`config.mk`:
```
export PLATFORM = sky130hd
export DESIGN_NAME = ivec_latch
export DESIGN_NICKNAME = d
export VERILOG_FILES = /design/src/rtl/ivec_latch_pkg.sv /design/src/rtl/ivec_latch_ctrl.sv /design/src/rtl/ivec_latch_datapath.sv /design/src/rtl/ivec_latch.sv
export SDC_FILE = /design/constraint.sdc
export NUM_CORES = 1
export LEC_CHECK = 0
export BUFFER_PORTS_ARGS = -buffer_cell sky130_fd_sc_hd__buf_2
export CAP_MARGIN = 20
export CORE_AREA = 2 2 83 85
export CTS_BUF_LIST = sky130_fd_sc_hd__clkbuf_2
export DETAILED_ROUTE_END_ITERATION = 7
export DIE_AREA = 0 0 85 87
export GPL_ROUTABILITY_DRIVEN = 0
export PLACE_DENSITY = 0.7
export SLEW_MARGIN = 5
export SYNTH_ARGS = -nofsm -noshare
export SYNTH_HDL_FRONTEND = slang
export SYNTH_HIERARCHICAL = 1
export SYNTH_SLANG_ARGS = --single-unit
```
`constraint.sdc`:
```
create_clock -name clk -period 1.5 [get_ports clk]
set_clock_uncertainty 0.15 [all_clocks]
set_input_delay 0 -clock clk [delete_from_list [all_inputs] [get_ports clk]]
set_output_delay 0 -clock clk [all_outputs]
set_load 0.01 [all_outputs]
```
`src/rtl/ivec_latch_pkg.sv`:
```
package ivec_latch_pkg;
  typedef struct packed {
    logic load;
    logic clear;
  } ivecStrobes_t;
endpackage

```
`src/rtl/ivec_latch_ctrl.sv`:
```
module ivec_latch_ctrl
  import ivec_latch_pkg::*;
(
  input  logic         clk,
  input  logic         rstN,
  input  logic         evtValid,
  input  logic         evtLevel,
  output logic         busyQ,
  output ivecStrobes_t strobes
);
  logic raiseEvt;
  logic lowerEvt;

  assign raiseEvt = evtValid && evtLevel;
  assign lowerEvt = evtValid && !evtLevel;

  always_comb begin
    strobes.load  = raiseEvt && !busyQ;
    strobes.clear = lowerEvt && busyQ;
  end

  always_ff @(posedge clk) begin
    if (!rstN) begin
      busyQ <= 1'b0;
    end else if (strobes.load) begin
      busyQ <= 1'b1;
    end else if (strobes.clear) begin
      busyQ <= 1'b0;
    end
  end

  assert_raise_sets_busy_R2: assert property (@(posedge clk) disable iff (!rstN)
    (evtValid && evtLevel && !busyQ) |=> busyQ);
  assert_busy_ignores_raise_R4: assert property (@(posedge clk) disable iff (!rstN)
    (evtValid && evtLevel && busyQ) |=> busyQ);
  assert_lower_clears_R5: assert property (@(posedge clk) disable iff (!rstN)
    (evtValid && !evtLevel && busyQ) |=> !busyQ);
  assert_idle_lower_R6: assert property (@(posedge clk) disable iff (!rstN)
    (evtValid && !evtLevel && !busyQ) |=> !busyQ);
  assert_no_event_stable_R9: assert property (@(posedge clk) disable iff (!rstN)
    !evtValid |=> $stable(busyQ));
endmodule

```
`src/rtl/ivec_latch_datapath.sv`:
```
module ivec_latch_datapath
  import ivec_latch_pkg::*;
#(
  parameter int NUM_W    = 6,
  parameter int DATA_W   = 64,
  parameter int WORDS    = 3,
  parameter int SRC_W    = 5,
  parameter int SRC_VAL  = 'h1F,
  parameter int TRAP_W   = 9,
  parameter int TRAP_VEC = 'h60
) (
  input  logic                  clk,
  input  logic                  rstN,
  input  logic [NUM_W-1:0]      evtNum,
  input  ivecStrobes_t          strobes,
  input  logic                  busyQ,
  output logic [DATA_W-1:0]     dataWords [WORDS],
  output logic                  hardReq,
  output logic [TRAP_W-1:0]     trapType,
  output logic                  wake
);
  localparam int SRC_LSB = NUM_W;
  localparam logic [SRC_W-1:0]  SRC_FIELD = SRC_W'(SRC_VAL);
  localparam logic [TRAP_W-1:0] TRAP_CODE = TRAP_W'(TRAP_VEC);

  logic [DATA_W-1:0] packedWord;

  always_comb begin
    packedWord = '0;
    packedWord[NUM_W-1:0] = evtNum;
    packedWord[SRC_LSB +: SRC_W] = SRC_FIELD;
  end

  always_ff @(posedge clk) begin
    if (!rstN) begin
      dataWords[0] <= '0;
    end else if (strobes.load) begin
      dataWords[0] <= packedWord;
    end
  end

  for (genvar w = 1; w < WORDS; w++) begin : gWord
    always_ff @(posedge clk) begin
      if (!rstN || strobes.load) begin
        dataWords[w] <= '0;
      end
    end
  end

  always_ff @(posedge clk) begin
    if (!rstN) begin
      hardReq  <= 1'b0;
      trapType <= '0;
      wake     <= 1'b0;
    end else begin
      wake <= strobes.load;
      if (strobes.load) begin
        hardReq  <= 1'b1;
        trapType <= TRAP_CODE;
      end else if (strobes.clear) begin
        hardReq  <= 1'b0;
        trapType <= '0;
      end
    end
  end

  assert_req_tracks_busy_R2: assert property (@(posedge clk) disable iff (!rstN)
    hardReq == busyQ);
  assert_word0_pack_R3: assert property (@(posedge clk) disable iff (!rstN)
    strobes.load |=> (dataWords[0][NUM_W-1:0] == $past(evtNum)
                      && dataWords[0][SRC_LSB +: SRC_W] == SRC_FIELD));
  assert_hold_when_idle_R4: assert property (@(posedge clk) disable iff (!rstN)
    !strobes.load |=> $stable(dataWords[0]));
  assert_wake_single_R7: assert property (@(posedge clk) disable iff (!rstN)
    wake |=> !wake);
endmodule

```
`src/rtl/ivec_latch.sv`:
```
module ivec_latch
  import ivec_latch_pkg::*;
#(
  parameter int NUM_W    = 6,
  parameter int DATA_W   = 64,
  parameter int TRAP_W   = 9,
  parameter int TRAP_VEC = 'h60
) (
  input  logic              clk,
  input  logic              rstN,
  input  logic              evtValid,
  input  logic              evtLevel,
  input  logic [NUM_W-1:0]  evtNum,
  output logic              busy,
  output logic              levelBlock,
  output logic [DATA_W-1:0] dataWord0,
  output logic [DATA_W-1:0] dataWord1,
  output logic [DATA_W-1:0] dataWord2,
  output logic              hardReq,
  output logic [TRAP_W-1:0] trapType,
  output logic              wake
);
  localparam int WORDS = 3;

  ivecStrobes_t      strobes;
  logic              busyQ;
  logic [DATA_W-1:0] words [WORDS];

  ivec_latch_ctrl i_ctrl (
    .clk      (clk),
    .rstN     (rstN),
    .evtValid (evtValid),
    .evtLevel (evtLevel),
    .busyQ    (busyQ),
    .strobes  (strobes)
  );

  ivec_latch_datapath #(
    .NUM_W    (NUM_W),
    .DATA_W   (DATA_W),
    .WORDS    (WORDS),
    .TRAP_W   (TRAP_W),
    .TRAP_VEC (TRAP_VEC)
  ) i_dp (
    .clk       (clk),
    .rstN      (rstN),
    .evtNum    (evtNum),
    .strobes   (strobes),
    .busyQ     (busyQ),
    .dataWords (words),
    .hardReq   (hardReq),
    .trapType  (trapType),
    .wake      (wake)
  );

  assign busy       = busyQ;
  assign levelBlock = busyQ;
  assign dataWord0  = words[0];
  assign dataWord1  = words[1];
  assign dataWord2  = words[2];

  assert_block_matches_R8: assert property (@(posedge clk) disable iff (!rstN)
    levelBlock == hardReq);
endmodule

```
==> run summary <==
The flow ran to the end, and the final reports show no timing, DRC or antenna violations. The number of failing setup endpoints in the final timing report was 0. Timing would allow up to 735 MHz. Setup repair after global routing left no endpoint under its margin. Cell internal power was estimated by the tool at 0.399 mW. In this run, the number of DRC markers left after iteration 0 of detailed routing was 9. The run gives 0.195 as the share of power burned in the clock network. Clock-pin slew was measured on the worst setup and hold paths at 0.09 ns. The number of buffers added on ports is 26, and the power share of the sequential group is 0.381. The library cell with the largest summed area after synthesis was sky130_fd_sc_hd__buf_4. After clock tree synthesis, the setup repair step added 0 buffers.

Cell at the slowest stage of the critical path: sky130_fd_sc_hd__dlygate4sd3_1. The final layout contains 271 nets. The die is 85 um wide. The die covers 0.00740 mm^2. The clock buffer count from CTS was 3. Counting both buffers and inverters, the worst setup path holds a total of 3. The completed layout was analyzed and its total power is 0.762 mW. Once placement completed, the tool counted placed cells totaling 326. The number of antenna diodes in the final layout is 0. The growth of design area from synthesis to finish was -22.7%. The first global-routing pass estimated 2.16 mm of wire.

The count of distinct cell types in the synthesized netlist is 13, and the share of the cycle needed by the critical path after routing is 0.907. The root buffer cell chosen for the clock tree is sky130_fd_sc_hd__clkbuf_2. The vias per cell works out to 2.48. The later-pin clock latency in the skew report came out at 0.23 ns. The first-pass iteration count of the detailed router was 3; the placement row count was 30.

The category of the most critical setup path was in -> reg. Synthesized flop and latch total: 10. The total via count after detailed routing is 844. For the number of endpoints with negative hold slack in the final report, the log shows 0. For the total leakage power, the log shows 0.929 nW.

In this run the mean area of a mapped cell was 8.06 um^2. CTS saw 10 sinks. The logs give 0.425 for the logic gate share of total power and 1.49 ns for the critical path data required time. The overall fraction of global-route tracks in use was 0.0380. Summed over all layers, the global routing overflow is 0. The total power per unit cell area was 537 mW/mm^2.

The worst-case IR drop observed on VDD is 0.370 mV. Initial core utilization: 0.280. Walking the worst path, the cells encountered are dlygate4sd3_1, buf_2, nand2_1, dlygate4sd3_1, a21boi_1.

The die boundary height is 87 um, and the number of global-route vias before repair is 452. The share of cells above drive strength 1 was 0.123; the number of max-capacitance violations reported was 0. For the HPWL reported at the end of detailed placement, the log shows 1.76 mm. In this run the cell area of the synthesized design comes to 0.00184 mm^2. The placeable core area is 0.00657 mm^2, and the delay of the slowest critical-path stage is 0.55 ns.

The tightest min-delay check is of the reg -> reg type. Dividing the detail-routed wire length by the instance count gives 5.85 um. The run gives 0 ns as the final sum of negative setup slack. For the maximum level of the CTS H-tree, the log shows 1. The tools report the largest net degree at the start of global routing as 11. In the post-synthesis netlist, the biggest area contributors are sky130_fd_sc_hd__buf_4, sky130_fd_sc_hd__dfxtp_1, sky130_fd_sc_hd__mux2i_1, sky130_fd_sc_hd__nor2b_1, sky130_fd_sc_hd__o21a_1. The kind of cell with the highest combined delay along the critical path is buffers and inverters.

The post-detailed-route count of antenna-violating nets came out at 0. The count of warnings emitted by yosys was 6. The fraction of synthesized cell area taken by the top area cell type came out at 0.797. By instance count, the cell type seen most on the critical path is sky130_fd_sc_hd__dlygate4sd3_1. The sequential area share after synthesis came out at 0.109. For the initial antenna violation count, the log shows 0.

STA classifies the critical path startpoint as an input port. The worst setup path is captured at a flip-flop. In this run the worst path has a maximum fanout of 3. TritonCTS built the clock tree.

The net load switching power was 0.363 mW; the critical path data arrival time was 1.35 ns. In the routed design, unresolved DRC markers number 0. Most common cell after layout, fill and taps aside: sky130_fd_sc_hd__conb_1.

The total count of max-transition violations in the final report was 0; the worst setup slack after layout was 0.140 ns. In the layout the commonest cells are sky130_fd_sc_hd__conb_1, sky130_fd_sc_hd__buf_2, sky130_fd_sc_hd__dlygate4sd3_1, sky130_fd_sc_hd__dfxtp_1, sky130_fd_sc_hd__nor2b_1. After detailed routing, the total wire length is 1.99 mm.

During I/O placement, the number of pins put on the boundary was 215. The worst setup slack before clock tree synthesis was 0.256 ns; the minimum period implied by the final worst setup slack was 1.36 ns. The net switching fraction of the power is 0.476.

The logs give 2 for the deepest clock path buffer count and 340 for the filler-free cell count of the finished design. Synthesis produced 228 cells.
==> worst paths after layout <==
path                                  start                               end  slack, ns  cells past startpoint
hold reg to reg   i_ctrl/busyQ$_SDFFE_PN0P_         i_ctrl/busyQ$_SDFFE_PN0P_       0.38                      2
setup reg to reg  i_ctrl/busyQ$_SDFFE_PN0P_  i_dp/dataWords[132]$_SDFFE_PN0P_       0.27                      4
setup / recovery                   evtValid         i_ctrl/busyQ$_SDFFE_PN0P_       0.14                      5
hold / removal    i_ctrl/busyQ$_SDFFE_PN0P_         i_ctrl/busyQ$_SDFFE_PN0P_       0.38                      2
==> worst min-delay path, stage by stage, from the launching register on <==
cell                       delay (ns)
sky130_fd_sc_hd__dfxtp_1         0.35
sky130_fd_sc_hd__nand2b_1        0.08
sky130_fd_sc_hd__a21boi_1        0.06
==> sequential cells by signal, indices dropped and copies added (netlist names) <==
register	cells
i_ctrl/busyQ	1
i_dp/dataWords	7
i_dp/trapType	1
i_dp/wake	1
==> cells in the mapped netlist <==
library cell / count
sky130_fd_sc_hd__buf_4: 195
sky130_fd_sc_hd__dfxtp_1: 10
sky130_fd_sc_hd__nor2b_1: 7
sky130_fd_sc_hd__mux2i_1: 6
sky130_fd_sc_hd__o21a_1: 2
sky130_fd_sc_hd__a21boi_1: 1
sky130_fd_sc_hd__and2_2: 1
sky130_fd_sc_hd__and3b_2: 1
sky130_fd_sc_hd__buf_6: 1
sky130_fd_sc_hd__conb_1: 1
sky130_fd_sc_hd__nand2_1: 1
sky130_fd_sc_hd__nand2b_1: 1
sky130_fd_sc_hd__nor2_1: 1
==> metal layers <==
metal / global-route usage / wire, um / vias to the layer above
met5: 0 / 0 / -
met4: 0.00866 / 0 / 0
met3: 0.0227 / 394 / 0
met2: 0.0661 / 1060 / 112
met1: 0.0392 / 531 / 360
li1: - / - / 372
==> power groups by stage <==
stage          registers [mW]  logic (mW)  clock network (mW)
2_1_floorplan           0.302       0.622                   0
3_3_place_gp            0.296       0.291                   0
3_5_place_dp            0.296       0.293                   0
4_1_cts                 0.291       0.313               0.160
5_1_grt                 0.293       0.363               0.175
6_report                0.290       0.324               0.149
==> what timing repair did <==
action / CTS / global route
gates resized for setup: 0 / 0
endpoints found under the setup margin: 0 / 0
endpoints found under the hold margin: 10 / 0
hold buffers: 10 / 0
==> cell type report <==
class                      count  area (um^2)
clock buffer                   3         15.0
clock inverter                 1         3.75
fill                         725         5150
multi-input combinational    209          863
sequential                    10          200
tap                           80          100
timing repair buffer          37          238
==> kinds of logic (layout without fill, tap and decap cells) <==
kind of cell	Yosys count	count (layout)	synth area share
buffers and inverters	196	41	0.803
and+or+nand+nor	12	12	0.0409
DFF	10	10	0.109
muxes	6	6	0.0327
AOI/OAI and AO/OA	3	3	0.0123
other	1	188	0.00204
==> metrics by stage <==
stage | utilization | hold slack [ns] | instance area [um^2]
after global placement | 0.198 | 0.115 | 1300
final | 0.216 | 0.377 | 1420
after floorplan | - | -0.0325 | 2540
after global routing | 0.216 | 0.383 | 1420
after CTS | 0.216 | 0.367 | 1420
after detailed placement | 0.198 | 0.131 | 1300
Note: power is estimated with default switching activity, not from simulation.
